===== src/rtl/fracn_dsm_pkg.sv =====
package fracn_dsm_pkg;

   typedef enum logic [1:0] {
      DITH_NONE   = 2'd0,
      DITH_WEAK   = 2'd1,
      DITH_MEDIUM = 2'd2,
      DITH_STRONG = 2'd3
   } dith_strength_e;

   // binomial coefficient, used for the (1 - z^-1)^n difference taps
   function automatic int binom(input int n, input int k);
      int r;
      r = 1;
      for (int i = 0; i < k; i++) begin
         r = (r * (n - i)) / (i + 1);
      end
      return r;
   endfunction

   // upper bound of the correction for order k
   function automatic int corr_hi(input int k);
      return (k == 0) ? 0 : (1 << (k - 1));
   endfunction

   // magnitude of the lower bound of the correction for order k
   function automatic int corr_lo(input int k);
      return (k == 0) ? 0 : ((1 << (k - 1)) - 1);
   endfunction

   function automatic int dith_scale(input dith_strength_e s);
      case (s)
         DITH_WEAK:   return 1;
         DITH_MEDIUM: return 4;
         DITH_STRONG: return 16;
         default:     return 0;
      endcase
   endfunction

endpackage


===== src/rtl/fracn_dsm_acc.sv =====
module fracn_dsm_acc #(
   parameter int F_W = 16
) (
   input  logic           clk,
   input  logic           rst_n,
   input  logic           adv,
   input  logic           clr,
   input  logic [F_W-1:0] den,
   input  logic [F_W-1:0] inc,
   output logic [F_W-1:0] res_nxt,
   output logic           carry
);

   logic [F_W-1:0] acc_q;
   logic [F_W:0]   sum_w;
   logic [F_W:0]   wrap_w;

   assign sum_w   = {1'b0, acc_q} + {1'b0, inc};
   assign wrap_w  = sum_w - {1'b0, den};
   assign carry   = (sum_w >= {1'b0, den});
   assign res_nxt = carry ? wrap_w[F_W-1:0] : sum_w[F_W-1:0];

   always_ff @(posedge clk or negedge rst_n) begin
      if (!rst_n) begin
         acc_q <= '0;
      end else if (clr) begin
         acc_q <= '0;
      end else if (adv) begin
         acc_q <= res_nxt;
      end
   end

   // residue stays below the modulus whenever the step input is legal
   AST_RES_BELOW_DEN: assert property (@(posedge clk) disable iff (!rst_n)
      (adv && !clr && inc < den && acc_q < den) |=> (acc_q < $past(den)));

endmodule


===== src/rtl/fracn_dsm_diff.sv =====
module fracn_dsm_diff
   import fracn_dsm_pkg::*;
#(
   parameter int DEPTH = 0,
   parameter int CW    = 6
) (
   input  logic                 clk,
   input  logic                 rst_n,
   input  logic                 adv,
   input  logic                 clr,
   input  logic                 c_in,
   output logic signed [CW-1:0] term
);

   logic [DEPTH:0] taps;

   generate
      if (DEPTH == 0) begin : g_nohist
         assign taps = c_in;
      end else begin : g_hist
         logic [DEPTH-1:0] hist_q;
         always_ff @(posedge clk or negedge rst_n) begin
            if (!rst_n) begin
               hist_q <= '0;
            end else if (clr) begin
               hist_q <= '0;
            end else if (adv) begin
               hist_q <= (hist_q << 1) | DEPTH'(c_in);
            end
         end
         assign taps = {hist_q, c_in};
      end
   endgenerate

   always_comb begin
      logic signed [CW-1:0] acc_v;
      acc_v = '0;
      for (int j = 0; j <= DEPTH; j++) begin
         if (taps[j]) begin
            if ((j % 2) == 1) acc_v = acc_v - signed'(CW'(binom(DEPTH, j)));
            else              acc_v = acc_v + signed'(CW'(binom(DEPTH, j)));
         end
      end
      term = acc_v;
   end

endmodule


===== src/rtl/fracn_dsm_lfsr.sv =====
module fracn_dsm_lfsr #(
   parameter int             W    = 16,
   parameter logic [W-1:0]   TAPS = 16'hB400,
   parameter logic [W-1:0]   SEED = 16'hACE1
) (
   input  logic clk,
   input  logic rst_n,
   input  logic adv,
   output logic rnd_bit
);

   logic [W-1:0] lfsr_q;

   always_ff @(posedge clk or negedge rst_n) begin
      if (!rst_n) begin
         lfsr_q <= SEED;
      end else if (adv) begin
         lfsr_q <= (lfsr_q >> 1) ^ (lfsr_q[0] ? TAPS : '0);
      end
   end

   assign rnd_bit = lfsr_q[0];

   initial begin
      assert (SEED != '0) else $fatal(1, "lfsr seed must be nonzero");
   end

   AST_LFSR_NONZERO: assert property (@(posedge clk) disable iff (!rst_n)
      adv |=> (lfsr_q != '0));

endmodule


===== src/rtl/fracn_dsm.sv =====
module fracn_dsm
   import fracn_dsm_pkg::*;
#(
   parameter int N_W       = 10,
   parameter int F_W       = 16,
   parameter int MAX_ORDER = 4,
   parameter bit DITHER_EN = 1'b1
) (
   input  logic             clk,
   input  logic             rst_n,
   input  logic             ref_tick,
   input  logic [N_W-1:0]   int_n,
   input  logic [F_W-1:0]   frac_num,
   input  logic [F_W-1:0]   frac_den,
   input  logic [2:0]       order_sel,
   input  logic [1:0]       dith_sel,
   output logic [N_W:0]     div_val
);

   localparam int OUT_W  = N_W + 1;
   localparam int SUM_W  = OUT_W + 1;
   localparam int CORR_W = MAX_ORDER + 2;
   localparam logic [2:0] RESET_ORDER = 3'd3;

   initial begin
      assert (MAX_ORDER >= 1 && MAX_ORDER <= 4) else $fatal(1, "MAX_ORDER out of range");
      assert (F_W >= 6) else $fatal(1, "F_W too small for dither");
      assert (N_W >= 4) else $fatal(1, "N_W too small");
      assert (SUM_W >= CORR_W) else $fatal(1, "output too narrow for correction");
   end

   // ---------------- order decode and clear ----------------
   logic [2:0] ord_q;
   logic [2:0] eff_ord;
   logic       clr;
   logic       adv;

   assign eff_ord = (int'(order_sel) > MAX_ORDER) ? 3'd0 : order_sel;
   assign clr     = ref_tick && (eff_ord != ord_q);
   assign adv     = ref_tick && !clr;

   always_ff @(posedge clk or negedge rst_n) begin
      if (!rst_n) begin
         ord_q <= RESET_ORDER;
      end else if (ref_tick) begin
         ord_q <= eff_ord;
      end
   end

   // ---------------- dither ----------------
   logic           rnd_bit;
   logic           dith_on;
   logic [F_W-1:0] dith_amt;

   generate
      if (DITHER_EN) begin : g_dither
         fracn_dsm_lfsr #(.W(16)) u_lfsr (
            .clk     (clk),
            .rst_n   (rst_n),
            .adv     (ref_tick),
            .rnd_bit (rnd_bit)
         );
      end else begin : g_nodither
         assign rnd_bit = 1'b0;
      end
   endgenerate

   assign dith_on  = (eff_ord >= 3'd2) && (frac_num != '0) && (dith_sel != 2'd0);
   assign dith_amt = (dith_on && rnd_bit) ?
                     F_W'(dith_scale(dith_strength_e'(dith_sel))) : '0;

   // ---------------- accumulator cascade ----------------
   logic [F_W-1:0]          inc_w   [MAX_ORDER];
   logic [F_W-1:0]          res_w   [MAX_ORDER];
   logic [MAX_ORDER-1:0]    car_w;
   logic [MAX_ORDER-1:0]    en_w;
   logic signed [CORR_W-1:0] term_w [MAX_ORDER];

   genvar s;
   generate
      for (s = 0; s < MAX_ORDER; s++) begin : g_stage
         assign en_w[s] = (eff_ord >= 3'(s + 1));

         if (s == 0) begin : g_first
            assign inc_w[s] = en_w[s] ? (frac_num + dith_amt) : '0;
         end else begin : g_next
            assign inc_w[s] = en_w[s] ? res_w[s-1] : '0;
         end

         logic car_raw;

         fracn_dsm_acc #(.F_W(F_W)) u_acc (
            .clk     (clk),
            .rst_n   (rst_n),
            .adv     (adv),
            .clr     (clr),
            .den     (frac_den),
            .inc     (inc_w[s]),
            .res_nxt (res_w[s]),
            .carry   (car_raw)
         );

         assign car_w[s] = car_raw && en_w[s];

         fracn_dsm_diff #(.DEPTH(s), .CW(CORR_W)) u_diff (
            .clk   (clk),
            .rst_n (rst_n),
            .adv   (adv),
            .clr   (clr),
            .c_in  (car_w[s]),
            .term  (term_w[s])
         );
      end
   endgenerate

   // ---------------- correction and output ----------------
   logic signed [CORR_W-1:0] corr_sum;
   logic signed [SUM_W-1:0]  nxt_s;

   always_comb begin
      logic signed [CORR_W-1:0] acc_v;
      acc_v = '0;
      for (int k = 0; k < MAX_ORDER; k++) begin
         acc_v = acc_v + term_w[k];
      end
      corr_sum = acc_v;
   end

   assign nxt_s = $signed({2'b00, int_n}) +
                  $signed({{(SUM_W-CORR_W){corr_sum[CORR_W-1]}}, corr_sum});

   always_ff @(posedge clk or negedge rst_n) begin
      if (!rst_n) begin
         div_val <= '0;
      end else if (ref_tick) begin
         div_val <= clr ? {1'b0, int_n} : nxt_s[OUT_W-1:0];
      end
   end

   // ---------------- assertions ----------------
   AST_HOLD_NO_TICK: assert property (@(posedge clk) disable iff (!rst_n)
      !ref_tick |=> $stable(div_val));

   AST_INT_EXACT: assert property (@(posedge clk) disable iff (!rst_n)
      (ref_tick && (order_sel == 3'd0 || int'(order_sel) > MAX_ORDER))
      |=> (div_val == {1'b0, $past(int_n)}));

   AST_CLEAR_OUT: assert property (@(posedge clk) disable iff (!rst_n)
      clr |=> (div_val == {1'b0, $past(int_n)}));

   AST_CORR_HI: assert property (@(posedge clk) disable iff (!rst_n)
      adv |=> (SUM_W'(div_val) <=
               SUM_W'($past(int_n)) + SUM_W'(corr_hi(int'($past(eff_ord))))));

   AST_CORR_LO: assert property (@(posedge clk) disable iff (!rst_n)
      adv |=> (SUM_W'(div_val) + SUM_W'(corr_lo(int'($past(eff_ord)))) >=
               SUM_W'($past(int_n))));

   AST_ZERO_NUM: assert property (@(posedge clk) disable iff (!rst_n)
      (adv && frac_num == '0 && $past(ref_tick) == 1'b0 && car_w == '0)
      |=> (SUM_W'(div_val) + SUM_W'(corr_lo(int'($past(eff_ord)))) >=
           SUM_W'($past(int_n))));

endmodule


===== config.mk =====
export PLATFORM = sky130hd
export DESIGN_NAME = fracn_dsm
export DESIGN_NICKNAME = d
export VERILOG_FILES = /design/src/rtl/fracn_dsm_pkg.sv /design/src/rtl/fracn_dsm_acc.sv /design/src/rtl/fracn_dsm_diff.sv /design/src/rtl/fracn_dsm_lfsr.sv /design/src/rtl/fracn_dsm.sv
export SDC_FILE = /design/constraint.sdc
export NUM_CORES = 1
export LEC_CHECK = 0
export BUFFER_PORTS_ARGS = -buffer_cell sky130_fd_sc_hd__clkbuf_2
export CAP_MARGIN = 15
export CORE_UTILIZATION = 55
export CTS_BUF_LIST = sky130_fd_sc_hd__clkbuf_2 sky130_fd_sc_hd__clkbuf_4 sky130_fd_sc_hd__clkbuf_8
export CTS_CLUSTER_SIZE = 25
export DETAILED_ROUTE_END_ITERATION = 8
export GPL_TIMING_DRIVEN = 0
export HOLD_SLACK_MARGIN = 0.05
export PLACE_DENSITY = 0.73
export REMOVE_ABC_BUFFERS = 1
export SLEW_MARGIN = 20
export SYNTH_ARGS = -nofsm -noshare
export SYNTH_HDL_FRONTEND = slang
export SYNTH_SLANG_ARGS = --single-unit

===== constraint.sdc =====
create_clock -name clk -period 29.4 [get_ports clk]
set_input_delay 5.88 -clock clk [delete_from_list [all_inputs] [get_ports clk]]
set_output_delay 5.88 -clock clk [all_outputs]
set_load 0.02 [all_outputs]

; ---- Yosys cells after proc, flatten, opt, wreduce, memory -nomap -nowiden
; Index checks and enable logic that the tools add are counted.
[word_totals]
regBits = 100
input_bits = 50
output_inout_bits = 11
elab_cells = 95
[op_classes]
addsub = 19
n_lt_le_gt_ge = 9
eq_ne = 4
mux = 37
bitwise_logic = 3
n_reduce_logical = 13
[op_table]
columns = op, n
row1 = $mux W16, 18
row2 = $add A16 B16 Y17, 4
row3 = $ge A17 B16 Y1, 4
row4 = $sub A16 B16 Y16, 4
row5 = $mux W6, 6
row6 = $add A6 B6 Y6, 3
row7 = $add A16 B16 Y16, 1
row8 = $reduce_bool A16 Y1, 1
row9 = $xor A15 B16 Y16, 1
row10 = $pmux W5 S3, 1
row11 = $add A11 B6 Y11, 1
row12 = $mux W11, 1
row13 = $logic_and A1 B1 Y1, 9
row14 = $mux W3, 3
row15 = $add A6 B2 Y6 const B, 1
row16 = $add A6 B3 Y6 const B, 1
row17 = $ge A3 B2 Y1 const B, 2
row18 = $mux W1, 6
row19 = $sub A1 B2 Y3 const B, 2
row20 = $sub A6 B2 Y6 const B, 1
row21 = $eq A2 B2 Y1 const B, 2
row22 = $mux W2, 2
row23 = $reduce_bool A2 Y1, 2
row24 = $ge A3 B1 Y1 const B, 1
row25 = 8 further kinds, 8

; ---- Depth between registers and ports, before layout
; Gate-level depths: netlist (run 1).
[logic_depth]
depth_word = 34
ltp_mapped = 109
depth_no_buf = 105

; ---- Modules after synthesis
; Synthesis (run 1) repeated with hierarchy kept, for this count alone.
[unflattened]
hier_cells = 1728
area_unflattened_um2 = 13960.9
[modules_own_cells]
columns = module, n_inst, cells_each, area_each_um2
row1 = fracn_dsm_acc at g_stage[1].u_acc ..., 2, 330, 2575.0
row2 = fracn_dsm_acc at g_stage[0].u_acc ..., 2, 324, 2539.9
row3 = fracn_dsm, 1, 301, 2368.5
row4 = fracn_dsm_lfsr, 1, 40, 655.6
row5 = fracn_dsm_diff at g_stage[3].u_diff, 1, 47, 420.4
row6 = fracn_dsm_diff at g_stage[2].u_diff, 1, 15, 148.9
row7 = fracn_dsm_diff at g_stage[1].u_diff, 1, 10, 88.8
row8 = fracn_dsm_diff at g_stage[0].u_diff, 1, 7, 48.8

; ---- Least setup slack after synthesis (run 1)
; Ideal clock, no wire load.
[synth_path]
path_type = input port to flip-flop
start = input port order_sel[2]
end = register div_val[10]
setup_time_ns = 0.124
arrival_ns = 25.063
required_ns = 29.276
setup_slack_ns = 4.213
path_stages = 97
cell_sequence = clkbuf_1 -> and2_1 -> clkbuf_1 -> nor2_1 -> nor2_1 -> and4b_1 -> ha_1 -> a21oi_1 -> nor2b_1 -> a21oi_1 -> nor2b_1 -> nor2b_1 -> xnor2_1 -> nor2_1 -> ha_1 -> and3_1 -> and3_1 -> a21oi_1 -> [61 not listed] -> nor2_1 -> ha_1 -> mux2_2 -> o21ai_0 -> fa_1 -> inv_1 -> ha_1 -> a21o_1 -> a21oi_1 -> o21bai_1 -> a21oi_1 -> xnor3_1 -> ha_1 -> o21a_1 -> o41a_1 -> a31oi_1 -> nor3_1 -> a211o_1
[synth_between]
elab_chain_cells = 34
word_cells_on_any_way = 56
classes_between = 18 x add/sub / 9 x order compare / 1 x eq/ne / 20 x mux / 8 x reduce/logical
[synth_rtl]
columns = element, line
row1 = "start, declared", fracn_dsm.sv:15  ; input logic [2:0] order_sel,
row2 = $gt A3 B3 Y1, fracn_dsm.sv:38  ; assign eff_ord = (int'(order_sel) > MAX_ORDER) ? 3'd0 : order_sel;
row3 = $mux W3 *, fracn_dsm.sv:38
row4 = $ge A3 B2 Y1, "fracn_dsm.sv:68, fracn_dsm.sv:82"
row5 = $logic_and A1 B1 Y1 (2 in series), fracn_dsm.sv:68  ; assign dith_on = (eff_ord >= 3'd2) && (frac_num != '0) && (dith_sel != 2'd0);
row6 = $logic_and A1 B1 Y1, fracn_dsm.sv:69  ; assign dith_amt = (dith_on && rnd_bit) ?
row7 = $mux W16, fracn_dsm.sv:69
row8 = $add A16 B16 Y16, fracn_dsm.sv:85  ; assign inc_w[s] = en_w[s] ? (frac_num + dith_amt) : '0;
row9 = $mux W16, fracn_dsm.sv:85
row10 = [17 not listed], --
row11 = $mux W6, fracn_dsm_diff.sv:39  ; if (taps[j]) begin
row12 = $add A6 B3 Y6, fracn_dsm_diff.sv:41  ; else acc_v = acc_v + signed'(CW'(binom(DEPTH, j)));
row13 = $mux W6, fracn_dsm_diff.sv:39
row14 = $sub A6 B2 Y6, fracn_dsm_diff.sv:40  ; if ((j % 2) == 1) acc_v = acc_v - signed'(CW'(binom(DEPTH, j)));
row15 = $mux W6, fracn_dsm_diff.sv:39
row16 = $add A6 B6 Y6, fracn_dsm.sv:124  ; acc_v = acc_v + term_w[k];
row17 = $add A11 B6 Y11, fracn_dsm.sv:129  ; assign nxt_s = $signed({2'b00, int_n}) +
row18 = $mux W11 *, fracn_dsm.sv:136  ; div_val <= clr ? {1'b0, int_n} : nxt_s[OUT_W-1:0];
row19 = "end signal, assigned", fracn_dsm.sv:136
row20 = "end, declared", fracn_dsm.sv:17  ; output logic [N_W:0] div_val
; Mark *: on every way between the ends. The rest lies on a longest branch, timed or not.
; A chain may end at the register's enable or synchronous reset.

; ---- Worst setup path after layout (run 1)
[layout_path]
start = input port order_sel[0]
end = register div_val[10]
; The elaborated chain is that of the path after synthesis.

==> results of run 1 <==
==> repair_timing <==
item                                    4_1_cts  5_1_grt
hold buffers                                  0        0
pin swaps                                     1        1
setup buffers                                 1       11
gates resized for setup                       3       12
endpoints found under the setup margin        6        9
gates cloned                                  0        0
==> per-stage QoR <==
step                cells  total power (W)
finish               1813         0.001671
floorplan            1442         0.001245
global placement     1782         0.001462
detailed placement   1785         0.001501
CTS                  1802         0.001611
global route         1813         0.001830
==> cells in the final DEF, fill, tap and decap left out, types with 17 or more instances in the layout <==
master,n
nor3_1,35
clkbuf_2,58
dfrtp_1,90
xnor2_1,76
fa_1,17
nand2b_1,18
mux2i_1,57
mux2_2,22
nor2b_1,28
nor2_1,155
o21ai_0,61
nand3_1,40
o21a_1,22
ha_1,157
nand2_1,103
a21o_1,28
a21oi_1,96
a211oi_1,17
o31ai_1,35
xor2_1,37
inv_1,81
nand4_1,19
==> cell type report <==
class,count,share of cell area [%]
clock inverters,7,0.6712
flip-flops and latches,100,19.00
well taps,280,2.647
repair buffers,75,3.602
inverters,83,2.373
multi-input cells,1259,70.77
clock buffers,9,0.9359
==> worst min-delay path by stage <==
stage | end | slack, ns | cells past startpoint
final | g_stage[2].u_acc.acc_q[13] | 0.50 | 2
after global routing | g_dither.u_lfsr.lfsr_q[13] | 0.52 | 2
after CTS | g_stage[2].u_acc.acc_q[8] | 0.50 | 2
after detailed placement | g_stage[2].u_acc.acc_q[8] | 0.48 | 2
after global placement | g_stage[2].u_acc.acc_q[8] | 0.47 | 2
after floorplan | g_stage[0].u_acc.acc_q[10] | 0.46 | 2
==> logic make-up after synthesis <==
group           Yosys count
compound gates          409
mux                      81
buf+inv                 134
flops                   100
xor+xnor                115
simple gates            480
fa+ha+maj               174
==> registers in the layout, indices dropped and copies added, names as in the netlist <==
name / flops
div_val: 11
g_dither.u_lfsr.lfsr_q: 16
g_stage.u_acc.acc_q: 64
g_stage.u_diff.g_hist.hist_q: 6
ord_q: 3
==> worst max-delay path, delay by kind of cell <==
kind	cells	cell delay [ns]
compound gates	36	8.62
mux	5	1.36
simple gates	34	5.49
fa+ha+maj	14	4.89
xor+xnor	5	1.19
buf+inv	7	0.96
==> synth_stat cells, drive strengths merged, types with 18 or more instances <==
library cell / n
xor2: 38
mux2: 24
dfrtp: 90
o21a: 22
a31oi: 18
ha: 157
nor2: 158
inv: 83
xnor2: 76
nand2b: 18
clkbuf: 36
a211oi: 18
nand4: 19
a21o: 28
nand3: 40
nor2b: 29
o31ai: 36
a21oi: 99
mux2i: 57
nor3: 35
o21ai: 65
nand2: 104
==> routing by layer <==
metal	vias up	wire length (um)
li1	5572	-
met1	5203	14050
met2	255	14770
met3	32	1414
met4	0	582
met5	-	0
==> power by group through the flow <==
stage	Combinational (W)	Sequential (W)	Clock, W
6_report	0.00135	0.000225	0.0000987
5_1_grt	0.00149	0.000233	0.000104
4_1_cts	0.00129	0.000226	0.0000996
3_3_place_gp	0.00124	0.000226	0
3_5_place_dp	0.00127	0.000228	0
2_1_floorplan	0.00102	0.000225	0
==> results by group, run 1 <==
Final layout
  – # fillers: approximately 2000
  – ANT cells: 0
  – Fin util: approximately three fifths
  – Area of the multi-input gates: ~9400 um^2
  – Reg area: ~2500 um^2
  – Share of cells above drive strength 1: 10.83%
  – Nets: roughly 1800
  – Final instance area: 13240 um^2
  – Area Growth Syn to Fin: 7.522%

Power and ir drop
  – Clock power share: 5.9%
  – Switching pwr: 0.0008549 W
  – P_leak: 6.183 nW
  – Pint: approximately 0.0008 W
  – Peak supply drop: 0.07190 mV
  – Reg power frac: 13.5%
  – Comb power frac: between 80% and 90%
  – Cell area power density: 126.2 nW/um^2
  – Sw Share: 51.17%

Timing
  – Worst Tran Pin Value: 0.8919 ns
  – Setup ws final: 1.226 ns
  – Max_slew headroom: 40.54%
  – Slew Viols, Final: 0
  – Period utilization: 95.83%
  – WHS: 0.5037 ns
  – FMAX: 35.49 MHz
  – Setup Skew: 0.01907 ns
  – Final Hold Fails: 0
  – Setup TNS: 0 ns
  – Min Tclk post-route: around 28 ns
  – Setup-failing EPs final: 0

Route
  – Post-DR wirelength/cell: 17.00 um
  – Post-route DRC: 0
  – Detailed-route via count: between 10000 and 15000
  – Via density: 6.101
  – Routed Antenna Nets: 0
  – Drt pass-1 iters: 5
  – Initial DRC count: 663
  – Routed WL: 30.82 mm

GRT
  – Gr ovfl total: 0
  – M3 GR Usage: 3.024%
  – First-pass GRT wire length: 49.74 mm
  – Largest net degree at the start of global routing: 66
  – Initial antenna violation count: 0
  – Met1 Use GR: 35.65%
  – GRT Overall Usage: a little over a quarter
  – Vias in the first global route: 10400
  – GRT Max-Usage Layer: met2
  – GRT met2 Usage: a little under half

Run
  – Maximum Capacitance Violations: 0

Setup path
  – Critical path data arrival time: 28.49 ns
  – FF-to-FF Start: g_dither.u_lfsr.lfsr_q[0]
  – Reg2reg path depth: 100
  – CP endpoint: div_val[10]
  – Crit path launch type: primary input
  – RR Endpoint: div_val[10]
  – Critical Path Sink Type: flip-flop
  – Crit Path Max Fanout: 19
  – CP startpoint: order_sel[0]
  – Slowest stage cell, crit path: a221o_4
  – CP most frequent cell: ha_1
  – Worst reg-to-reg setup slack: 6.92 ns
  – Critical path type: primary input to flip-flop
  – Max stage delay on crit path: roughly 0.63 ns
  – Required @ worst endpoint: 29.72 ns

Die
  – Horiz. Die Dim: 151.6 um
  – Core area: about 22000 um^2
  – Initial core utilization: 56.23%
  – Die ar.: 22980 um^2
  – I/O pin count: 61
  – # rows: 54
  – Die Y-Extent: 151.6 um

Clocking
  – TritonCTS Sinks: 100
  – CTS tree: yes
  – Clock tree root driver cell: clkbuf_8
  – Later-pin clock latency in the skew report: 0.41 ns
  – Clock Tree Buf Depth: 2
  – CTS buffer count: 9
  – CTS clk-pin slew, worst paths: ~0.13 ns
  – CTS HTree Levels: 3

Logic synthesis
  – Largest family of logic cells by synthesized area: compound AO/OA/AOI/OAI gates
  – Post-synth EDFFs: 0
  – Synthesized area: 12310 um^2
  – Synth cell types: 79
  – Synth top area cells: dfrtp_1 18%, ha_1 16%, xnor2_1 5.4%
  – Share of the synthesized area in the top cell type: between 15 and 20%
  – Synth Area in Adders: 18.72%
  – Yosys warns: 0
  – Yosys reg bits: 100
  – Register area share after synthesis: 20.43%
  – Mapped Cells: 1493
  – Ys async rst share: 100.0%
  – Mux cell area share after synthesis: 6.831%
  – Main flop type after synthesis: dfrtp_1
  – Synth Area in XOR/XNOR: about 8.3%
  – Complex-gate fraction of the synthesized area: 22.86%
  – Most area-hungry cell type in the Yosys netlist: dfrtp_1
  – Mean Syn Cell Area: 8.245 um^2
  – Simple-gate share of the synthesized area: a little under a fifth

Placed design
  – Hpwl dp: between 20 and 25 mm
  – GPL Wtd Cong: 0.9237
  – Area post-placement: 12860 um^2
  – Setup WS pre-CTS: -1.348 ns
  – IO buf count: 60

Worst hold path
  – Hold Startpoint: g_stage[2].u_acc.acc_q[13]
  – HP Class: flip-flop to flip-flop

Run status
  – Status: complete, no violations
Note: power is estimated with default switching activity, not from simulation.
==> inputs of run 2 (changes only) <==
ABC_AREA = 1   (was default)
CAP_MARGIN = 30   (was 15)
PLACE_DENSITY = 0.72   (was 0.73)
==> run 2 against run 1 <==
Against the previous run: combinational power rose by 7%; synthesized area up 17%; critical path depth is 19 higher; sequential power is 7% lower; fmax up 11%; design area increased by 14%; largest power group unchanged.
==> results by group, run 2 <==
Logic synthesis
  – Synth cell types: 38
  – Post-synth EDFFs: 0
  – Ys async rst share: 100.0%
  – Mapped Cells: 2449
  – Mean Syn Cell Area: 5.865 um^2
  – Synth cell count leaders: 972 x nand2_1, 398 x inv_1, 234 x nand3_1
  – Synthesized area: ~14000 um^2
  – Most numerous cell in the Yosys netlist: nand2_1
  – Most area-hungry cell type in the Yosys netlist: nand2_1
  – Synth top area cells: nand2_1 25%, dfrtp_1 16%, ha_1 14%
  – Main flop type after synthesis: dfrtp_1
  – Register area share after synthesis: 17.51%
  – Share of the synthesized area in the top cell type: 25.40%
  – Yosys warns: 0
  – Yosys reg bits: 100

Run
  – Maximum Capacitance Violations: 0

Setup path
  – FF-to-FF Start: g_dither.u_lfsr.lfsr_q[0]
  – Max stage delay on crit path: around 0.5 ns
  – Crit Path Max Fanout: 18
  – Crit path launch type: primary input
  – Critical path data arrival time: 25.58 ns
  – CP most frequent cell: nand2_1
  – Critical path type: primary input to flip-flop
  – CP delay by family, top: simple AND/OR/NAND/NOR gates
  – Required @ worst endpoint: between 20 and 30 ns
  – WP buf/inv: 19
  – Slowest stage cell, crit path: fa_1
  – Critical Path Sink Type: flip-flop
  – CP startpoint: order_sel[0]

Placed design
  – Setup WS pre-CTS: a little over 4 ns
  – Area post-placement: 14950 um^2
  – GPL Wtd Cong: ~0.96
  – IO buf count: 60
  – Hpwl dp: roughly 33 mm

Route
  – Post-route DRC: 0
  – Initial DRC count: about 1200
  – Detailed-route via count: 14970
  – Drt pass-1 iters: 6
  – Post-DR wirelength/cell: roughly 15 um
  – Routed WL: 41.03 mm
  – Routed Antenna Nets: 0
  – Via density: about 5.3

Power and ir drop
  – Total power: 0.001746 W
  – Peak supply drop: 0.1001 mV
  – Cell area power density: 115.4 nW/um^2
  – P_leak: 9.403 nW

GRT
  – Initial antenna violation count: 0
  – Vias in the first global route: between 10000 and 15000
  – First-pass GRT wire length: around 66 mm
  – GRT Overall Usage: 31.04%
  – Gr ovfl total: 0
  – Largest net degree at the start of global routing: 73

Clocking
  – CTS clk-pin slew, worst paths: 0.13 ns
  – CTS HTree Levels: 3
  – Clock Tree Buf Depth: 2
  – TritonCTS Sinks: 100
  – Later-pin clock latency in the skew report: between 0.4 and 0.5 ns
  – Setup Buffers After CTS: 0
  – CTS tree: yes
  – Post-cts sizing count: 0
  – CTS buffer count: 9
  – Hold_buf cts: 0
  – Clock tree root driver cell: clkbuf_8

Final layout
  – Final instance area: 15130 um^2
  – Commonest non-fill, non-tap cell in the layout: nand2_1
  – ANT cells: 0
  – Area Growth Syn to Fin: 5.357%
  – Most frequent cells in the layout: 972 x nand2_1, 397 x inv_1, 234 x nand3_1, 165 x nor2_1, 157 x ha_1
  – Max reg flops: between 60 and 70
  – Share of cells above drive strength 1: roughly 4.5%
  – Top reg by flops: g_stage.u_acc.acc_q
  – Nets: 2707
  – Top Registers: g_stage.u_acc.acc_q (64), g_dither.u_lfsr.lfsr_q (16), div_val (11)

Worst hold path
  – HP Class: flip-flop to flip-flop
  – Hold Startpoint: g_dither.u_lfsr.lfsr_q[7]

Timing
  – Setup-failing EPs final: 0
  – Setup TNS: 0 ns
  – Worst Tran Pin Value: 0.8215 ns
  – Max_slew headroom: between 40% and 50%
  – FMAX: 39.55 MHz
  – Final Hold Fails: 0
  – Setup ws final: a little over 4 ns
  – Slew Viols, Final: 0
  – RSZ-0062 raised after global routing: no
  – Min Tclk post-route: 25.28 ns
  – Setup Skew: 0.02811 ns
  – Period utilization: 86.00%

Die
  – # rows: between 50 and 60
  – Initial core utilization: 56.55%
  – Horiz. Die Dim: 163.6 um
  – Core area: 25400 um^2
  – Die Y-Extent: 163.6 um
  – Die ar.: 26770 um^2
  – I/O pin count: 61

Run status
  – Status: complete, no violations
## run 2: area by class of cell
cell class,instances,area (um^2)
Fill cell,2610,10270
Inverter,404,1521
Clock buffer,10,131.4
Tap cell,330,412.9
Sequential cell,100,2515
Clock inverter,6,53.80
Timing Repair Buffer,62,364.1
Multi-Input combinational cell,1906,10130
## run 2: report_power, final
| part | leakage [nW] | switching [W] | total (W) | internal (W) |
|---|---|---|---|---|
| combinational | 8.00 | 0.000936 | 0.00144 | 0.000505 |
| clock | 0.0936 | 0.0000611 | 0.0000948 | 0.0000338 |
| sequential | 1.31 | 0.0000271 | 0.000210 | 0.000183 |
| total | 9.40 | 0.00102 | 0.00175 | 0.000722 |
## run 2: path summary, 6_finish.rpt
check,endpoint,slack [ns],cells past startpoint
min in group asynchronous,div_val[4],5.33,1
min reg2reg,g_dither.u_lfsr.lfsr_q[6],0.45,2
max reg2reg,div_val[9],9.60,118
max in group asynchronous,ord_q[0],23.35,2
min,g_dither.u_lfsr.lfsr_q[6],0.45,2
max,div_val[9],4.12,120
## run 2: kinds of logic (layout without fill, tap and decap cells)
| group | Yosys count | after routing | synth area share, % |
|---|---|---|---|
| AO/OA/AOI/OAI | 172 | 172 | 6.594 |
| XOR/XNOR | 80 | 80 | 4.878 |
| adder cells (fa/ha/maj) | 174 | 174 | 16.05 |
| buffers and inverters | 443 | 482 | 11.93 |
| flip-flops | 100 | 100 | 17.51 |
| AND/OR/NAND/NOR | 1480 | 1480 | 43.04 |
## run 2: metal layers
metal	vias to the layer above	track usage (%)	part of all wire (%)
met5	-	0	0
met4	0	6.692	1.6
met3	44	3.047	5.3
met2	404	51.21	44
met1	6770	43.60	49
li1	7751	-	-
## run 2: tightest hold or removal path, cell delays in order (launching register included)
cell and delay [ns]:
dfstp_2 0.38, nand2_1 0.05, nand2_1 0.05
## run 2: per-stage QoR
step,hold WS [ns],instances,util (%)
after floorplan,0.4422,2410,-
after global placement,0.4516,2800,58.58
after detailed placement,0.4549,2802,58.85
after CTS,0.4553,2818,59.58
after global routing,0.4759,2818,59.58
final,0.4466,2818,59.58
